**src/rtl/smb_port_pkg.sv**
```systemverilog
`timescale 1ns/1ps
package smb_port_pkg;
    localparam int BYTE_W     = 8;
    localparam int DEV_ADDR_W = 7;
    localparam int BIT_CNT_W  = $clog2(BYTE_W + 1);

    typedef enum logic [3:0] {
        ST_IDLE,
        ST_ADDR,
        ST_ADDR_ACK,
        ST_CMD,
        ST_CMD_ACK,
        ST_WDATA,
        ST_WDATA_ACK,
        ST_RADDR,
        ST_RADDR_ACK,
        ST_RDATA,
        ST_MACK,
        ST_WAIT_STOP
    } phase_e;

    typedef struct packed {
        logic sda;
        logic scl_rise;
        logic scl_fall;
        logic start;
        logic stop;
    } bus_ev_t;

    function automatic logic addr_hit(input logic [BYTE_W-1:0] rx,
                                      input logic [DEV_ADDR_W-1:0] own);
        return rx[BYTE_W-1:1] == own;
    endfunction

    function automatic logic is_ack_phase(input phase_e p);
        return (p == ST_ADDR_ACK) || (p == ST_CMD_ACK) ||
               (p == ST_WDATA_ACK) || (p == ST_RADDR_ACK);
    endfunction
endpackage

```
**src/rtl/smb_line_sync.sv**
```systemverilog
`timescale 1ns/1ps
module smb_line_sync #(
    parameter int STAGES = 2
) (
    input  logic clk,
    input  logic rst,
    input  logic din,
    output logic q
);
    logic [STAGES-1:0] pipe_q;

    always_ff @(posedge clk) begin
        if (rst) pipe_q <= '1;
        else     pipe_q <= {pipe_q[STAGES-2:0], din};
    end

    assign q = pipe_q[STAGES-1];
endmodule

```
**src/rtl/smb_bus_events.sv**
```systemverilog
`timescale 1ns/1ps
module smb_bus_events
    import smb_port_pkg::*;
(
    input  logic    clk,
    input  logic    rst,
    input  logic    scl_s,
    input  logic    sda_s,
    output bus_ev_t ev
);
    logic scl_prev_q, sda_prev_q;

    always_ff @(posedge clk) begin
        if (rst) begin
            scl_prev_q <= 1'b1;
            sda_prev_q <= 1'b1;
        end else begin
            scl_prev_q <= scl_s;
            sda_prev_q <= sda_s;
        end
    end

    always_comb begin
        ev.sda      = sda_s;
        ev.scl_rise = scl_s & ~scl_prev_q;
        ev.scl_fall = ~scl_s & scl_prev_q;
        ev.start    = scl_s & scl_prev_q & sda_prev_q & ~sda_s;
        ev.stop     = scl_s & scl_prev_q & ~sda_prev_q & sda_s;
    end
endmodule

```
**src/rtl/smb_addr_reg.sv**
```systemverilog
`timescale 1ns/1ps
module smb_addr_reg
    import smb_port_pkg::*;
#(
    parameter logic [DEV_ADDR_W-1:0] RESET_ADDR = 7'h44
) (
    input  logic                  clk,
    input  logic                  rst,
    input  logic                  we,
    input  logic [DEV_ADDR_W-1:0] wd,
    output logic [DEV_ADDR_W-1:0] q
);
    always_ff @(posedge clk) begin
        if (rst)     q <= RESET_ADDR;
        else if (we) q <= wd;
    end
endmodule

```
**src/rtl/smb_frame_fsm.sv**
```systemverilog
`timescale 1ns/1ps
module smb_frame_fsm
    import smb_port_pkg::*;
(
    input  logic                  clk,
    input  logic                  rst,
    input  bus_ev_t               ev,
    input  logic [DEV_ADDR_W-1:0] own_addr,
    input  logic [BYTE_W-1:0]     rd_data,
    output logic                  drive_low,
    output logic [BYTE_W-1:0]     cmd,
    output logic [BYTE_W-1:0]     wr_data,
    output logic                  wr_stb,
    output logic                  rd_stb
);
    localparam logic [BIT_CNT_W-1:0] CNT_FULL = BIT_CNT_W'(BYTE_W);
    localparam logic [BIT_CNT_W-1:0] CNT_LAST = BIT_CNT_W'(BYTE_W - 1);
    localparam logic [BIT_CNT_W-1:0] CNT_ONE  = BIT_CNT_W'(1);

    phase_e               phase_q;
    logic [BIT_CNT_W-1:0] cnt_q;
    logic [BYTE_W-1:0]    shreg_q, tx_q;
    logic                 cmd_seen_q;

    always_ff @(posedge clk) begin
        if (rst) begin
            phase_q    <= ST_IDLE;
            cnt_q      <= '0;
            shreg_q    <= '0;
            tx_q       <= '0;
            cmd_seen_q <= 1'b0;
            cmd        <= '0;
            wr_data    <= '0;
            wr_stb     <= 1'b0;
            rd_stb     <= 1'b0;
        end else begin
            wr_stb <= 1'b0;
            rd_stb <= 1'b0;
            if (ev.stop) begin
                phase_q    <= ST_IDLE;
                cmd_seen_q <= 1'b0;
            end else if (ev.start) begin
                // a Start after an acknowledged command opens the read phase
                phase_q <= cmd_seen_q ? ST_RADDR : ST_ADDR;
                cnt_q   <= '0;
                shreg_q <= '0;
            end else begin
                case (phase_q)
                    ST_ADDR, ST_CMD, ST_WDATA, ST_RADDR: begin
                        if (ev.scl_rise) begin
                            shreg_q <= {shreg_q[BYTE_W-2:0], ev.sda};
                            cnt_q   <= cnt_q + CNT_ONE;
                        end else if (ev.scl_fall && cnt_q == CNT_FULL) begin
                            cnt_q <= '0;
                            if (phase_q == ST_ADDR) begin
                                // direction bit deliberately not examined
                                phase_q <= addr_hit(shreg_q, own_addr) ? ST_ADDR_ACK : ST_IDLE;
                            end else if (phase_q == ST_CMD) begin
                                cmd     <= shreg_q;
                                phase_q <= ST_CMD_ACK;
                            end else if (phase_q == ST_WDATA) begin
                                wr_data <= shreg_q;
                                phase_q <= ST_WDATA_ACK;
                            end else if (addr_hit(shreg_q, own_addr)) begin
                                tx_q    <= rd_data;
                                rd_stb  <= 1'b1;
                                phase_q <= ST_RADDR_ACK;
                            end else begin
                                phase_q    <= ST_IDLE;
                                cmd_seen_q <= 1'b0;
                            end
                        end
                    end
                    ST_ADDR_ACK: if (ev.scl_fall) phase_q <= ST_CMD;
                    ST_CMD_ACK: if (ev.scl_fall) begin
                        phase_q    <= ST_WDATA;
                        cmd_seen_q <= 1'b1;
                    end
                    ST_WDATA_ACK: if (ev.scl_fall) begin
                        wr_stb     <= 1'b1;
                        cmd_seen_q <= 1'b0;
                        phase_q    <= ST_WAIT_STOP;
                    end
                    ST_RADDR_ACK: if (ev.scl_fall) begin
                        phase_q <= ST_RDATA;
                        cnt_q   <= '0;
                    end
                    ST_RDATA: if (ev.scl_fall) begin
                        if (cnt_q == CNT_LAST) begin
                            phase_q <= ST_MACK;
                        end else begin
                            cnt_q <= cnt_q + CNT_ONE;
                            tx_q  <= {tx_q[BYTE_W-2:0], 1'b0};
                        end
                    end
                    ST_MACK: if (ev.scl_fall) begin
                        phase_q    <= ST_WAIT_STOP;
                        cmd_seen_q <= 1'b0;
                    end
                    default: ;
                endcase
            end
        end
    end

    assign drive_low = is_ack_phase(phase_q) ||
                       ((phase_q == ST_RDATA) && !tx_q[BYTE_W-1]);
endmodule

```
**src/rtl/smb_byte_port.sv**
```systemverilog
`timescale 1ns/1ps
module smb_byte_port
    import smb_port_pkg::*;
#(
    parameter int                    SYNC_STAGES = 2,
    parameter logic [DEV_ADDR_W-1:0] RESET_ADDR  = 7'h44
) (
    input  logic                  clk,
    input  logic                  rst,
    input  logic                  scl_i,
    input  logic                  sda_i,
    output logic                  sda_drive_low_o,
    input  logic                  own_addr_we_i,
    input  logic [DEV_ADDR_W-1:0] own_addr_wd_i,
    output logic [BYTE_W-1:0]     rf_addr_o,
    output logic [BYTE_W-1:0]     rf_wr_data_o,
    output logic                  rf_wr_stb_o,
    input  logic [BYTE_W-1:0]     rf_rd_data_i,
    output logic                  rf_rd_stb_o
);
    localparam int N_LINES = 2;

    logic [N_LINES-1:0]    line_raw, line_s;
    logic                  scl_s, sda_s;
    bus_ev_t               bus_ev;
    logic [DEV_ADDR_W-1:0] own_addr;

    assign line_raw = {scl_i, sda_i};

    for (genvar g = 0; g < N_LINES; g++) begin : g_sync
        smb_line_sync #(.STAGES(SYNC_STAGES)) u_sync (
            .clk (clk),
            .rst (rst),
            .din (line_raw[g]),
            .q   (line_s[g])
        );
    end

    assign scl_s = line_s[1];
    assign sda_s = line_s[0];

    smb_bus_events u_events (
        .clk   (clk),
        .rst   (rst),
        .scl_s (scl_s),
        .sda_s (sda_s),
        .ev    (bus_ev)
    );

    smb_addr_reg #(.RESET_ADDR(RESET_ADDR)) u_addr (
        .clk (clk),
        .rst (rst),
        .we  (own_addr_we_i),
        .wd  (own_addr_wd_i),
        .q   (own_addr)
    );

    smb_frame_fsm u_fsm (
        .clk       (clk),
        .rst       (rst),
        .ev        (bus_ev),
        .own_addr  (own_addr),
        .rd_data   (rf_rd_data_i),
        .drive_low (sda_drive_low_o),
        .cmd       (rf_addr_o),
        .wr_data   (rf_wr_data_o),
        .wr_stb    (rf_wr_stb_o),
        .rd_stb    (rf_rd_stb_o)
    );
endmodule

```
**config.mk**
```make
export PLATFORM = sky130hd
export DESIGN_NAME = smb_byte_port
export DESIGN_NICKNAME = d
export VERILOG_FILES = /design/src/rtl/smb_port_pkg.sv /design/src/rtl/smb_line_sync.sv /design/src/rtl/smb_bus_events.sv /design/src/rtl/smb_addr_reg.sv /design/src/rtl/smb_frame_fsm.sv /design/src/rtl/smb_byte_port.sv
export SDC_FILE = /design/constraint.sdc
export NUM_CORES = 1
export LEC_CHECK = 0
export ABC_AREA = 1
export CORE_MARGIN = 2
export CORE_UTILIZATION = 54
export DETAILED_ROUTE_END_ITERATION = 10
export GPL_ROUTABILITY_DRIVEN = 0
export PLACE_DENSITY = 0.79
export SLEW_MARGIN = 20
export SYNTH_ARGS = -nofsm -noshare
export SYNTH_HDL_FRONTEND = slang
export SYNTH_SLANG_ARGS = --single-unit
```
**constraint.sdc**
```tcl
create_clock -name clk -period 2.37 [get_ports clk]
set_input_delay 0.474 -clock clk [delete_from_list [all_inputs] [get_ports clk]]
set_output_delay 0.474 -clock clk [all_outputs]
set_load 0.05 [all_outputs]
```
# After elaboration in Yosys (flattened, before gate mapping)
# Cells that the tools add are included.
classes:
  add_sub_neg: 1
  n_mux: 46
  bitwise: 19
  n_reduce_logical: 25
  eq_ne: 34
ops:
  columns: ["op", "count"]
  rows:
  - ["8-bit 2-to-1 mux", 11]
  - ["4-bit 2-to-1 mux", 19]
  - ["4-bit case mux with 6 select lines", 1]
  - ["4-bit by 3-bit equality test with 1-bit output, second input constant", 5]
  - ["3-bit by 2-bit != test with 1-bit output, second input constant", 6]
  - ["4-bit equality test, second input constant", 4]
  - ["8-bit case mux with 2 select lines", 1]
  - ["2-bit != test, second input constant", 6]
  - ["1-bit inverter", 12]
  - ["4-bit case mux with 3 select lines", 1]
  - ["11-bit AND reduction", 1]
  - ["1-bit 2-to-1 mux", 10]
  - ["2-bit by 1-bit != test with 1-bit output, second input constant", 5]
  - ["10-bit AND reduction", 1]
  - ["9-bit AND reduction", 1]
  - ["9-bit OR reduction", 1]
  - ["4-bit by 2-bit equality test with 1-bit output, second input constant", 2]
  - ["8-bit AND reduction", 1]
  - ["4-bit OR reduction", 2]
  - ["1-bit bitwise AND", 7]
  - ["7-bit equality test", 1]
  - ["7-bit AND reduction", 1]
  - ["7-bit nonzero test", 1]
  - ["3-bit != test, second input constant", 2]
  - ["16 further kinds", 23]
totals:
  wordCells: 139
  regBits: 56
  input_bits: 20
  out_inout_bits: 19

# Longest topological paths before layout
depth:
  word_depth: 9
  depth_mapped: 13
  ltp_nobuf: 12

# By module
# A second synthesis with hierarchy kept.
hier_totals:
  cells_unflattened: 437
  area_unflattened_um2: 2996.6
by_module_without_submodules:
  columns: ["module", "n_inst", "seq_area_each_um2", "area_per_inst_um2", "cells_per_inst"]
  rows:
  - ["smb_frame_fsm", 1, 860.8, 2501.1, 365]
  - ["smb_addr_reg", 1, 140.1, 277.8, 41]
  - ["smb_line_sync", 2, 40.0, 58.8, 7]
  - ["smb_bus_events", 1, 40.0, 100.1, 17]

# Worst setup path after synthesis
# Ideal clock, no wire load.
synth_timing:
  path_kind: "reg2out"
  startpoint: "reg u_fsm.phase_q[0]"
  endpoint: "out sda_drive_low_o"
  slack_ns: 0.277
  arrival_ns: 1.619
  path_stages_with_launch: 7
  path_buffers: 2
  t_required_ns: 1.896
  path_cell_list: "dfxtp_1 buf_6 inv_2 nor2_1 nand2_1 buf_2 o211ai_1"
synth_between:
  elab_chain_cells: 5
  elab_cells_between_ends: 10
  cone_classes: "eq/ne: 5; reduce/logical: 5"
synth_rtl:
  columns: ["element", "line_no", "text"]
  rows:
  - ["start: declaration", "smb_frame_fsm.sv:20", "phase_e phase_q;"]
  - ["start signal: assignment", "smb_frame_fsm.sv:44", "phase_q <= cmd_seen_q ? ST_RADDR : ST_ADDR;"]
  - ["start signal: assignment", "smb_frame_fsm.sv:57", "phase_q <= addr_hit(shreg_q, own_addr) ? ST_ADDR_ACK : ST_IDLE;"]
  - ["4-bit by 2-bit equality test with 1-bit output or 4-bit by 3-bit equality test with 1-bit output (tied branches)", "smb_port_pkg.sv:36", "return (p == ST_ADDR_ACK) || (p == ST_CMD_ACK) ||"]
  - ["1-bit logical OR (2 in series)", "smb_port_pkg.sv:36", null]
  - ["1-bit logical OR", "smb_port_pkg.sv:37", "(p == ST_WDATA_ACK) || (p == ST_RADDR_ACK);"]
  - ["1-bit logical OR (*)", "smb_frame_fsm.sv:106", "assign drive_low = is_ack_phase(phase_q) ||"]
  - ["end: declaration", "smb_byte_port.sv:12", "output logic sda_drive_low_o,"]
# Mark *: on every way between the ends. The rest lies on a longest branch, timed or not.

# Worst setup path in the final report
# Same ends and word-level chain as after synthesis.

==> flow_summary_export.csv <==
group,metric,value,unit
routing,first_pass_iters,5,
setup_path,reg2reg_from,"u_fsm.phase_q[0]",
final_layout,antenna_cells,0,
global_route,grt_start_max_net_pins,24,
routing,viasPerCell,4.95,
power_and_ir_drop,p_leak,1.39,nW
clocking,cts.sinks,56,
clocking,root_buffer,"clkbuf_8",
run_status,outcome,"complete, no violations",
placement,post_dp_cell_area,3130,um2
sta,hold_viol,0,
floorplanning,die_w,74.6,um
global_route,grt-ovfl-total,0,
placement,dp_slack,0.400,ns
sta,finalSetupTns,0,ns
setup_path,rr_endpoint,"u_fsm.tx_q[0]",
min_path,min_delay_path_depth,1,
yosys,synthArstFlopShare,0,%
setup_path,criticalPathCategory,"flip-flop to primary output",
power_and_ir_drop,power_density,738,nW/um2
routing,wl,5710,um
yosys,ys.flop_type,"dfxtp_1",
floorplanning,start_util,56.6,%
setup_path,cp-end-kind,"primary output",
floorplanning,placementRows,25,
global_route,antenna_found_initial,0,
min_path,min_path_type,"flip-flop to flip-flop",
clocking,clk_path_buf_depth,2,
yosys,synth_top_area_share,41.6,%
routing,dr.first_iter.drc_count,192,
sta,fin_ws,0.150,ns
final_layout,fin_nets,465,
final_layout,syn_to_final_growth,20.0,%
clocking,cts_tree,"done",
routing,post-route-drc-count,0,
sta,fmax,450,MHz
yosys,synth_nets,427,
placement,place_inst,503,
yosys,synth_largest_area_cell,"dfxtp_1",
final_layout,drive_above_1_share,7.43,%
yosys,yosysWarnings,0,
yosys,ys_types,29,
floorplanning,core,4750,um2
final_layout,finalNonFillerCells,511,
sta,finalSetupViolCount,0,
yosys,synth_area_leaders,"dfxtp_1 42%, nand2_1 14%, nor2_1 8.8%",
sta,relSlewSlack,65.1,%
sta,rsz0062_at_grt,"false",
yosys,synth.most_common_cell,"nand2_1",
final_layout,ff_latch_area,1120,um2
yosys,ys_ff_latch,56,
placement,port_buffers,38,
yosys,synthCells,405,
final_layout,fill_cells,430,
setup_path,r2r_setup_slack,0.43,ns
routing,routedWlPerCell,11.2,um
sta,timing.final.crit_share,93.7,%
floorplanning,die_h,74.6,um
setup_path,path_max_fanout,12,
setup_path,arrival,1.75,ns
power_and_ir_drop,ir_drop,0.000663,V
floorplanning,die_area,5570,um2
clocking,insertion_delay,0.31,ns
final_layout,stdcell_area,3230,um2
yosys,synth_edf_count,0,
clocking,cts_max_level,2,
yosys,synth-seq-area-share,41.6,%
sta,drv_slew,0,
job,max-cap-violations,0,
setup_path,critPathRequiredTime,1.90,ns
sta,min_period,2.22,ns
global_route,grt_pass1_vias,2213,
clocking,cts_buffers,5,
yosys,synth_area,2690,um2
routing,ant_nets,0,
min_path,worstHoldEndpoint,"g_sync[0].u_sync.pipe_q[1]",
sta,fin_skew,0.00949,ns
routing,vias,2529,
final_layout,multi_input_area,1310,um2
global_route,grt_usage,22.6,%
clocking,clkTransAtPathRegs,0.10,ns
sta,max_slew.worst_pin.slew,0.522,ns
global_route,grt_pass1_wl,9800,um
placement,hpwl,4300,um
min_path,hold_start,"g_sync[0].u_sync.pipe_q[0]",
setup_path,rr_worst_depth,11,
clocking,postCtsSetupRepairBufs,0,
clocking,ctsHoldBuffers,0,
setup_path,critPathLaunchType,"flip-flop",
yosys,ys_top_cells_by_count,"99 x nand2_1, 63 x nor2_1, 56 x dfxtp_1",
yosys,avgSynthCellArea,6.65,um2
floorplanning,io_pins,39,
-- cell usage in the layout (no fill, tap or decap), types with 2 or more instances in the layout --
cell,n
nand2_1,98
nor2_1,63
dfxtp_1,56
inv_1,53
clkdlybuf4s50_1,37
a21oi_1,30
o21ai_0,27
nand3_1,25
nor2_2,6
nor3_1,5
or2_2,5
o22ai_1,5
clkbuf_8,5
nand2_2,3
xnor2_1,3
inv_2,2
xor2_1,2
ha_1,2
clkinvlp_4,2
buf_4,2
-- what timing repair did --
item,CTS,global route
endpoints found under the setup margin,0,1
gates resized for setup,0,2
endpoints found under the hold margin,0,0
-- per-layer routing --
| metal | vias up | GRT usage, % | wire length, um |
|---|---|---|---|
| li1 | 1343 | - | - |
| met1 | 1088 | 30.6 | 2750 |
| met2 | 90 | 37.3 | 2590 |
| met3 | 8 | 4.82 | 311 |
| met4 | 0 | 5.16 | 53 |
| met5 | - | 0 | 0 |
-- report_power, final --
part           total (W)  internal, W  switching, W  leakage (nW)
clock network   0.000546     0.000216      0.000330        0.0423
registers        0.00106      0.00100     0.0000560         0.455
logic           0.000779     0.000292      0.000487         0.892
total            0.00239      0.00151      0.000873          1.39
-- how the worst max path moves through the flow --
| stage | endpoint | cells past startpoint | slack [ns] | start |
|---|---|---|---|---|
| finish | sda_drive_low_o | 5 | 0.15 | u_fsm.phase_q[0] |
| global route | sda_drive_low_o | 8 | 0.03 | u_fsm.phase_q[3] |
| CTS | sda_drive_low_o | 5 | 0.07 | u_fsm.phase_q[0] |
| detailed placement | u_fsm.tx_q[0] | 11 | 0.40 | u_fsm.phase_q[0] |
| global placement | sda_drive_low_o | 5 | 0.48 | u_fsm.phase_q[0] |
| floorplan | sda_drive_low_o | 6 | 0.28 | u_fsm.phase_q[0] |
-- stage by stage --
stage / power [W] / utilization [%] / hold WS (ns)
final: 0.00239 / 68.0 / 0.418
after global routing: 0.00254 / 68.0 / 0.428
after CTS: 0.00237 / 67.8 / 0.421
after detailed placement: 0.00183 / 65.8 / 0.397
after global placement: 0.00182 / 65.8 / 0.393
after floorplan: 0.00164 / - / 0.389
-- cell type report --
type | count | area share (%)
well taps | 67 | 2.59
flip-flops and latches | 56 | 34.7
repair buffers | 40 | 12.5
multi-input cells | 283 | 40.6
inverters | 57 | 6.66
clock inverters | 3 | 0.813
clock buffers | 5 | 2.13
-- worst max-delay path: stages (launching register included) --
cell,delay (ns)
dfxtp_1,0.52
inv_2,0.06
nor2_1,0.17
nand2_2,0.19
o211ai_1,0.32
buf_12,0.18
-- sequential cells by signal, indices dropped and copies added (netlist names) --
name,flops
u_fsm.cmd,8
u_fsm.shreg_q,8
u_fsm.tx_q,8
u_fsm.wr_data,8
u_addr.q,7
g_sync.u_sync.pipe_q,4
u_fsm.cnt_q,4
u_fsm.phase_q,4
u_events.scl_prev_q,1
u_events.sda_prev_q,1
u_fsm.cmd_seen_q,1
u_fsm.rd_stb,1
u_fsm.wr_stb,1
-- kinds of logic after synthesis --
kind of cell | Yosys count | share of synthesized area (%)
buffers and inverters | 66 | 9.94
and+or+nand+nor | 210 | 32.9
AOI/OAI and AO/OA | 66 | 12.9
adders and majority gates | 2 | 0.929
xor gates and xnor gates | 5 | 1.63
DFF | 56 | 41.6
Power figures use the tool's default switching activity.
